File: config.mk
export PLATFORM = sky130hd
export DESIGN_NAME = a20_gate_trap
export DESIGN_NICKNAME = d
export VERILOG_FILES = /design/src/rtl/a20_trap_pkg.sv /design/src/rtl/a20_cyc_decode.sv /design/src/rtl/a20_trap_policy.sv /design/src/rtl/a20_seq_reg.sv /design/src/rtl/a20_gate_trap.sv
export SDC_FILE = /design/constraint.sdc
export NUM_CORES = 1
export LEC_CHECK = 0
export ABC_AREA = 1
export BUFFER_PORTS_ARGS = -buffer_cell sky130_fd_sc_hd__buf_4
export CAP_MARGIN = 15
export CORE_UTILIZATION = 30
export CTS_CLUSTER_SIZE = 12
export DETAILED_ROUTE_END_ITERATION = 12
export HOLD_SLACK_MARGIN = 0.03
export PLACE_DENSITY = 0.62
export SYNTH_ARGS = -nofsm -noshare
export SYNTH_HDL_FRONTEND = slang
export SYNTH_SLANG_ARGS = --single-unit
File: constraint.sdc
create_clock -name clk_i -period 1.94 [get_ports clk_i]
set_clock_uncertainty 0.05 [all_clocks]
set_input_delay 0.194 -clock clk_i [delete_from_list [all_inputs] [get_ports clk_i]]
set_output_delay 0.194 -clock clk_i [all_outputs]
set_load 0.01 [all_outputs]
File: src/rtl/a20_trap_pkg.sv
package a20_trap_pkg;

  typedef enum logic [1:0] {
    ST_IDLE  = 2'd0,
    ST_GATE1 = 2'd1,
    ST_GATE2 = 2'd2
  } seq_state_e;

  typedef enum logic [2:0] {
    EV_NONE,
    EV_WR_CMD_ENTER,
    EV_WR_CMD_EXIT,
    EV_WR_CMD_OTHER,
    EV_WR_DATA,
    EV_RD_DATA,
    EV_RD_STATUS
  } cyc_ev_e;

  // governing-bit vector order used inside the block
  localparam int unsigned GOV_RD_DATA   = 0;
  localparam int unsigned GOV_WR_DATA   = 1;
  localparam int unsigned GOV_RD_STATUS = 2;
  localparam int unsigned GOV_WR_CMD    = 3;
  localparam int unsigned GOV_EXIT_SMI  = 4;
  localparam int unsigned GOV_W         = 5;

  typedef struct packed {
    seq_state_e nxt;
    logic       fwd;
    logic       smi;
  } verdict_t;

endpackage

File: src/rtl/a20_cyc_decode.sv
module a20_cyc_decode
  import a20_trap_pkg::*;
#(
  parameter int unsigned       DATA_W    = 8,
  parameter logic [DATA_W-1:0] ENTER_CMD = 8'hD1,
  parameter logic [DATA_W-1:0] EXIT_CMD  = 8'hFF
) (
  input  logic              cyc_valid_i,
  input  logic              port_sel_i,
  input  logic              wr_i,
  input  logic [DATA_W-1:0] wdata_i,
  output cyc_ev_e           ev_o
);

  always_comb begin
    ev_o = EV_NONE;
    if (cyc_valid_i) begin
      unique case ({port_sel_i, wr_i})
        2'b00: ev_o = EV_RD_DATA;
        2'b01: ev_o = EV_WR_DATA;
        2'b10: ev_o = EV_RD_STATUS;
        default: begin
          if (wdata_i == ENTER_CMD)     ev_o = EV_WR_CMD_ENTER;
          else if (wdata_i == EXIT_CMD) ev_o = EV_WR_CMD_EXIT;
          else                          ev_o = EV_WR_CMD_OTHER;
        end
      endcase
    end
  end

endmodule

File: src/rtl/a20_trap_policy.sv
module a20_trap_policy
  import a20_trap_pkg::*;
(
  input  seq_state_e       state_i,
  input  cyc_ev_e          ev_i,
  input  logic [GOV_W-1:0] gov_i,
  output verdict_t         verdict_o
);

  // governed outcome: trapped with SMI when the bit is set
  function automatic verdict_t governed(input seq_state_e nxt, input logic gbit,
                                        input logic is_exit, input logic exit_smi);
    verdict_t v;
    v.nxt = nxt;
    v.fwd = ~gbit;
    v.smi = gbit | (is_exit & exit_smi);
    return v;
  endfunction

  function automatic verdict_t pass(input seq_state_e nxt, input logic smi);
    verdict_t v;
    v.nxt = nxt;
    v.fwd = 1'b1;
    v.smi = smi;
    return v;
  endfunction

  logic g_rd_data, g_wr_data, g_rd_stat, g_wr_cmd, g_exit;
  assign g_rd_data = gov_i[GOV_RD_DATA];
  assign g_wr_data = gov_i[GOV_WR_DATA];
  assign g_rd_stat = gov_i[GOV_RD_STATUS];
  assign g_wr_cmd  = gov_i[GOV_WR_CMD];
  assign g_exit    = gov_i[GOV_EXIT_SMI];

  always_comb begin
    verdict_o.nxt = state_i;
    verdict_o.fwd = 1'b0;
    verdict_o.smi = 1'b0;
    unique case (state_i)
      ST_GATE1: begin
        unique case (ev_i)
          EV_WR_CMD_ENTER: verdict_o = pass(ST_GATE1, 1'b0);  // double trigger
          EV_WR_CMD_EXIT,
          EV_WR_CMD_OTHER: verdict_o = governed(ST_IDLE, g_wr_cmd, 1'b1, g_exit);
          EV_WR_DATA:      verdict_o = pass(ST_GATE2, 1'b0);
          EV_RD_DATA:      verdict_o = governed(ST_IDLE, g_rd_data, 1'b1, g_exit);
          EV_RD_STATUS:    verdict_o = governed(ST_GATE1, g_rd_stat, 1'b0, g_exit);
          default: ;
        endcase
      end
      ST_GATE2: begin
        unique case (ev_i)
          EV_WR_CMD_EXIT:  verdict_o = pass(ST_IDLE, g_exit);
          EV_WR_CMD_ENTER,
          EV_WR_CMD_OTHER: verdict_o = governed(ST_IDLE, g_wr_cmd, 1'b1, g_exit);
          EV_WR_DATA:      verdict_o = governed(ST_IDLE, g_wr_data, 1'b1, g_exit);
          EV_RD_DATA:      verdict_o = governed(ST_IDLE, g_rd_data, 1'b1, g_exit);
          EV_RD_STATUS:    verdict_o = governed(ST_GATE2, g_rd_stat, 1'b0, g_exit);
          default: ;
        endcase
      end
      default: begin
        verdict_o.nxt = ST_IDLE;
        unique case (ev_i)
          EV_WR_CMD_ENTER: verdict_o = pass(ST_GATE1, 1'b0);
          EV_WR_CMD_EXIT,
          EV_WR_CMD_OTHER: verdict_o = governed(ST_IDLE, g_wr_cmd, 1'b0, g_exit);
          EV_WR_DATA:      verdict_o = governed(ST_IDLE, g_wr_data, 1'b0, g_exit);
          EV_RD_DATA:      verdict_o = governed(ST_IDLE, g_rd_data, 1'b0, g_exit);
          EV_RD_STATUS:    verdict_o = governed(ST_IDLE, g_rd_stat, 1'b0, g_exit);
          default: ;
        endcase
      end
    endcase
  end

endmodule

File: src/rtl/a20_seq_reg.sv
module a20_seq_reg
  import a20_trap_pkg::*;
(
  input  logic       clk_i,
  input  logic       rst_ni,
  input  verdict_t   verdict_i,
  output seq_state_e state_o,
  output logic       fwd_o,
  output logic       smi_o,
  output logic       pend_o
);

  always_ff @(posedge clk_i or negedge rst_ni) begin
    if (!rst_ni) begin
      state_o <= ST_IDLE;
      fwd_o   <= 1'b0;
      smi_o   <= 1'b0;
      pend_o  <= 1'b0;
    end else begin
      state_o <= verdict_i.nxt;
      fwd_o   <= verdict_i.fwd;
      smi_o   <= verdict_i.smi;
      pend_o  <= (verdict_i.nxt != ST_IDLE);
    end
  end

endmodule

File: src/rtl/a20_gate_trap.sv
module a20_gate_trap
  import a20_trap_pkg::*;
#(
  parameter int unsigned       DATA_W        = 8,
  parameter int unsigned       CFG_W         = 8,
  parameter logic [DATA_W-1:0] ENTER_CMD     = 8'hD1,
  parameter logic [DATA_W-1:0] EXIT_CMD      = 8'hFF,
  parameter int unsigned       BIT_RD_DATA   = 0,
  parameter int unsigned       BIT_WR_DATA   = 1,
  parameter int unsigned       BIT_RD_STATUS = 2,
  parameter int unsigned       BIT_WR_CMD    = 3,
  parameter int unsigned       BIT_EXIT_SMI  = 7
) (
  input  logic              clk_i,
  input  logic              rst_ni,
  input  logic              cyc_valid_i,
  input  logic              port_sel_i,
  input  logic              wr_i,
  input  logic [DATA_W-1:0] wdata_i,
  input  logic [CFG_W-1:0]  cfg_i,
  output logic              fwd_o,
  output logic              smi_o,
  output logic              pend_o
);

  localparam int unsigned MAX_BIT = CFG_W - 1;

  generate
    if (BIT_RD_DATA > MAX_BIT || BIT_WR_DATA > MAX_BIT || BIT_RD_STATUS > MAX_BIT ||
        BIT_WR_CMD > MAX_BIT || BIT_EXIT_SMI > MAX_BIT) begin : g_bad_cfg_bit
      $error("a20_gate_trap: governing bit index outside cfg_i");
    end
  endgenerate

  logic [GOV_W-1:0] gov;
  logic             unused_cfg;
  cyc_ev_e          ev;
  seq_state_e       state_q;
  verdict_t         verdict;

  assign gov[GOV_RD_DATA]   = cfg_i[BIT_RD_DATA];
  assign gov[GOV_WR_DATA]   = cfg_i[BIT_WR_DATA];
  assign gov[GOV_RD_STATUS] = cfg_i[BIT_RD_STATUS];
  assign gov[GOV_WR_CMD]    = cfg_i[BIT_WR_CMD];
  assign gov[GOV_EXIT_SMI]  = cfg_i[BIT_EXIT_SMI];
  assign unused_cfg         = ^cfg_i;

  a20_cyc_decode #(
    .DATA_W   (DATA_W),
    .ENTER_CMD(ENTER_CMD),
    .EXIT_CMD (EXIT_CMD)
  ) decode_i (
    .cyc_valid_i(cyc_valid_i),
    .port_sel_i (port_sel_i),
    .wr_i       (wr_i),
    .wdata_i    (wdata_i),
    .ev_o       (ev)
  );

  a20_trap_policy policy_i (
    .state_i  (state_q),
    .ev_i     (ev),
    .gov_i    (gov),
    .verdict_o(verdict)
  );

  a20_seq_reg seq_i (
    .clk_i    (clk_i),
    .rst_ni   (rst_ni),
    .verdict_i(verdict),
    .state_o  (state_q),
    .fwd_o    (fwd_o),
    .smi_o    (smi_o),
    .pend_o   (pend_o)
  );

endmodule

==> results of run 1 <==
final cells by class:
cell class / count / share of cell area
flip-flops and latches: 5 / 0.1513
well taps: 27 / 0.04085
multi-input cells: 82 / 0.4826
repair buffers: 21 / 0.1936
clock buffers: 4 / 0.03177
inverters: 22 / 0.09985
worst paths after layout:
check                            startpoint          endpoint  slack, ns  depth (start not counted)
max                        seq_i.state_o[1]      seq_i.pend_o       0.69                          6
min                                  rst_ni  seq_i.state_o[1]       0.25                          2
max reg2reg                seq_i.state_o[1]      seq_i.pend_o       0.69                          6
min reg2reg                seq_i.state_o[0]  seq_i.state_o[0]       0.63                          4
max in group asynchronous            rst_ni       seq_i.smi_o       1.47                          2
min in group clk_i                 cfg_i[3]       seq_i.smi_o       0.25                          5
power breakdown:
part	total (W)	switching (W)	internal, W
registers	0.000110	0.00000125	0.000109
logic	0.000106	0.0000563	0.0000496
clock network	0.000125	0.0000470	0.0000781
registers in the layout (all words and copies together), names as in the netlist:
name,count
seq_i.pend_o,1
seq_i.smi_o,1
seq_i.fwd_o,1
seq_i.state_o,2
metal layers:
metal,GRT usage,share of wire,vias up
met5,0,0,-
met4,0.01714,0,0
met3,0.06154,0.061,0
met2,0.2575,0.50,21
met1,0.2174,0.44,328
li1,-,-,393
cell families after synthesis:
kind of cell               synth area share
DFF                                  0.2037
and+or+nand+nor                      0.5031
buffers and inverters                0.1466
adders and majority gates           0.04073
AOI/OAI and AO/OA                    0.1059
metrics by stage:
stage | instance area [µm²] | hold slack, ns
finish | 827.0 | 0.2502
global route | 827.0 | 0.2662
CTS | 827.0 | 0.2192
detailed placement | 790.8 | -0.05171
global placement | 790.8 | -0.05442
floorplan | 614.3 | -0.1516
cell usage after synthesis, types with 2 or more instances:
master / number / area share
inv_2: 2 / 0.012
ha_1: 2 / 0.041
dfrtp_1: 5 / 0.20
nand3_1: 6 / 0.049
o21ai_0: 3 / 0.024
nand2_2: 2 / 0.020
a21oi_1: 4 / 0.033
nor2_1: 15 / 0.092
inv_1: 20 / 0.12
nand4_1: 6 / 0.061
nand2_1: 36 / 0.22
==> results_dict.tcl, run 1 <==
set metrics [dict create \
    synth_seq_cells 5 \
    final_cells 161 \
    leakagePower_nw 0.4781 \
    dieArea_um2 2233 \
    place_inst 156 \
    path_cells "inv_1, ha_1, o21ai_0, a21oi_1, inv_1, nand3_1" \
    peakVddDrop_mv 0.3228 \
    synthFlopType "dfrtp_1" \
    cp_top_family "flip-flops" \
    setup-violations-final 0 \
    syn_avg_cell_area_um2 5.585 \
    hold_viol_final 0 \
    diodes 0 \
    drv_slew 0 \
    dr_total_vias 742 \
    dp_slack_ns 0.5786 \
    syn-cell-area_um2 614.3 \
    ctsHoldBuffers 1 \
    drt_iter0_drc 25 \
    post-cts-setup-buffers 0 \
    drt_wl_total_mm 1.533 \
    netlist_instances 110 \
    crit_top_cell "inv_1" \
    worst_pin_slew_ns 0.2951 \
    yosysSeqAreaShare 0.2037 \
    std_cell_rows 16 \
    slew_headroom 0.8018 \
    first_global_vias 631 \
    mostFrequentLayoutCell "nand2_1" \
    root_buffer "clkbuf_4" \
    postRouteAntennaNets 0 \
    tns_ns 0 \
    grt_usage 0.1629 \
    numClockSinks 5 \
    synth_edf_count 0 \
    synth_warnings 0 \
    place_hpwl_mm 1.266 \
    place.gp.congestion 0.8313 \
    pin_count 24 \
    hold_class "input port to asynchronous set/reset pin" \
    htree_levels 1 \
    cts.path.max_buffers 2 \
    status "finished, final reports clean" \
    antenna_found_initial 0 \
    areaGrowthSynthToFinish_pct 34.62 \
    route.detailed.drc 0 \
    crit_type "flop to flop" \
    cts_resized 0 \
    portBuffers 20 \
    power_w 0.0003414 \
    dieHeight_um 47.25 \
    max_stage_delay_ns 0.37 \
    final_util 0.4259 \
    fin_crit_sh 0.6437 \
    fp.dieW_um 47.25 \
    routed_via_density 4.609 \
    multi_input_area_um2 399.1 \
    end_kind "flop" \
    seq_area_um2 125.1 \
    gr-total-overflow 0 \
    synthDistinctLibCells 20 \
    power_density_nw_per_um2 412.8 \
    startpoint_type "flop" \
    fp.coreArea_um2 1942 \
    drv_cap 0 \
    dr.pass1.iters 4 \
    cp_max_fo 5 \
    num-fill-cells 217 \
    cp_slowest_cell "dfrtp_1" \
    async_flop_share 1.000 \
    syn-num-nets 133 \
    period_needed_ns 1.249 \
    layout_common_cells "nand2_1, inv_1, buf_4" \
    critPathRequiredTime_ns 2.08 \
    setup_slack_ns 0.6912 \
    fin_nets 158 \
    initial_core_util 0.3164 \
    wl_per_cell_um 9.522 \
    cp.buffers_inverters 2 \
    grt_max_degree 9 \
    cts_tree "done" \
    cts.reportedPaths.clkPinSlew_ns 0.05 \
    grt_pass1_wl_mm 2.559 \
    drive_gt1_frac 0.2313 \
    clk_latency_ns 0.25 \
    rsz0062_at_grt "no" \
    clock.fmax_mhz 800.8 \
    crit_arrival_ns 1.38 \
    numCtsBuffers 3 \
]
(Power assumes the default switching activity.)
==> run 2: changes to the inputs <==
- PLACE_DENSITY: 0.62 -> 0.64
- clock period: 1.94 -> 1.1 ns (I/O delays scaled with it)
==> run 2 against run 1 <==
Compared with the run above:
- the flow now finishes with violations (setup timing)
- combinational power is 130% higher
- non-clock buffer count is 19 higher
- sequential cell count stayed put
- sequential share of layout area is 3.0 points lower
- count of clock-buffer cells in the layout stayed put
- power is 93% higher
- wire length is 18% higher
- register-to-register slack worse by 0.75 ns
- largest cell class unchanged
==> results_dict.tcl, run 2 (same netlist as run 1, synthesis figures left out) <==
set metrics [dict create \
    status "finished, violations left" \
    violations "setup timing" \
    first_global_vias 712 \
    htree_levels 1 \
    path_cells "inv_2, ha_4, nor2_2, o21ai_2, nand3_1" \
    fp.dieW_um 47.25 \
    drv_cap 0 \
    initial_core_util 0.3164 \
    grt_max_degree 8 \
    regMostFlops "seq_i.state_o" \
    diodes 0 \
    cp.buffers_inverters 1 \
    grt_pass1_wl_mm 2.884 \
    rsz0062_at_grt "yes" \
    num-fill-cells 195 \
    clock.fmax_mhz 863.4 \
    place_hpwl_mm 1.430 \
    crit_type "flop to flop" \
    final_util 0.5309 \
    cts.reportedPaths.clkPinSlew_ns 0.05 \
    slew_headroom 0.8077 \
    rr_endpoint "seq_i.pend_o" \
    multi_input_area_um2 452.9 \
    worst_pin_slew_ns 0.2875 \
    setup_slack_ns -0.05815 \
    period_needed_ns 1.158 \
    dr.pass1.iters 4 \
    hold_class "input port to asynchronous set/reset pin" \
    critical_path_depth 5 \
    portBuffers 20 \
    root_buffer "clkbuf_4" \
    hold_viol_final 0 \
    leakagePower_nw 0.5752 \
    pin_count 24 \
    fin_nets 177 \
    cts_tree "done" \
    max_stage_delay_ns 0.41 \
    clk_latency_ns 0.25 \
    drive_gt1_frac 0.4183 \
    route.detailed.drc 0 \
    r2r_start "seq_i.state_o[0]" \
    dieArea_um2 2233 \
    mostFrequentLayoutCell "buf_4" \
    reg2reg_slack_ns -0.06 \
    power_density_nw_per_um2 639.5 \
    r2r_cells 5 \
    largest_reg_flops 2 \
    crit_arrival_ns 1.24 \
    post-cts-setup-buffers 0 \
    hold-worst-slack_ns 0.1446 \
    cp_top_family "flip-flops" \
    dr_total_vias 824 \
    tns_ns -0.1664 \
    postRouteAntennaNets 0 \
    cp_max_fo 5 \
    areaGrowthSynthToFinish_pct 67.82 \
    drt_iter0_drc 21 \
    place.gp.congestion 0.8405 \
    layout_common_cells "buf_4, nand2_1, inv_1" \
    setup-violations-final 4 \
    seq_area_um2 125.1 \
    std_cell_rows 16 \
    cts.path.max_buffers 2 \
    dieHeight_um 47.25 \
    numClockSinks 5 \
    antenna_found_initial 0 \
    fin_crit_sh 1.053 \
    grt_usage 0.1857 \
    startpoint_type "flop" \
    gr-total-overflow 0 \
    numCtsBuffers 3 \
    end_kind "flop" \
    routed_via_density 4.578 \
    drt_wl_total_mm 1.804 \
    critPathRequiredTime_ns 1.18 \
    peakVddDrop_mv 0.4490 \
    cp_slowest_cell "dfrtp_1" \
    drv_slew 0 \
    wl_per_cell_um 10.02 \
    fp.coreArea_um2 1942 \
]
[run 2: area by class of cell]
type / count / share of cell area
Multi-Input combinational cell: 82 / 0.4393
Sequential cell: 5 / 0.1214
Tap cell: 27 / 0.03277
Inverter: 22 / 0.08010
Clock buffer: 4 / 0.02549
Timing Repair Buffer: 40 / 0.3010
[run 2: metal layers]
metal / vias to the layer above / wire, µm / GRT usage
met5: - / 0 / 0
met4: 0 / 27 / 0.05143
met3: 4 / 79 / 0.05769
met2: 22 / 929 / 0.3068
met1: 369 / 769 / 0.2317
li1: 429 / - / -
[run 2: worst max path at each step]
stage	startpoint	end	slack, ns
final	seq_i.state_o[0]	seq_i.pend_o	-0.06
after global routing	seq_i.state_o[0]	seq_i.pend_o	-0.11
after CTS	seq_i.state_o[0]	seq_i.pend_o	-0.1
after detailed placement	wdata_i[4]	seq_i.smi_o	-0.17
after global placement	wdata_i[4]	seq_i.smi_o	-0.13
after floorplan	seq_i.state_o[0]	seq_i.pend_o	0.006
[run 2: repair_timing]
action | 4_1_cts | 5_1_grt
endpoints found under the hold margin | 5 | 0
pin swaps | 2 | 7
endpoints found under the setup margin | 4 | 5
resized for setup | 3 | 11
hold buffers | 1 | 0
[run 2: stage by stage]
stage | worst slack [ns] | total power, W | std cells | area (µm²)
2_1_floorplan | 0.006195 | 0.0002962 | 110 | 639.4
3_3_place_gp | -0.1264 | 0.0004230 | 175 | 958.4
3_5_place_dp | -0.1664 | 0.0004289 | 175 | 958.4
4_1_cts | -0.09773 | 0.0006558 | 180 | 1001
5_1_grt | -0.1122 | 0.0007091 | 180 | 1031
6_report | -0.05815 | 0.0006593 | 180 | 1031
[run 2: power breakdown]
group          leakage (nW)  total [W]  internal [W]  switching (W)
logic                 0.493   0.000243      0.000128       0.000115
clock network        0.0150   0.000221      0.000138      0.0000831
registers            0.0677   0.000196      0.000193     0.00000288
total                 0.575   0.000659      0.000458       0.000201
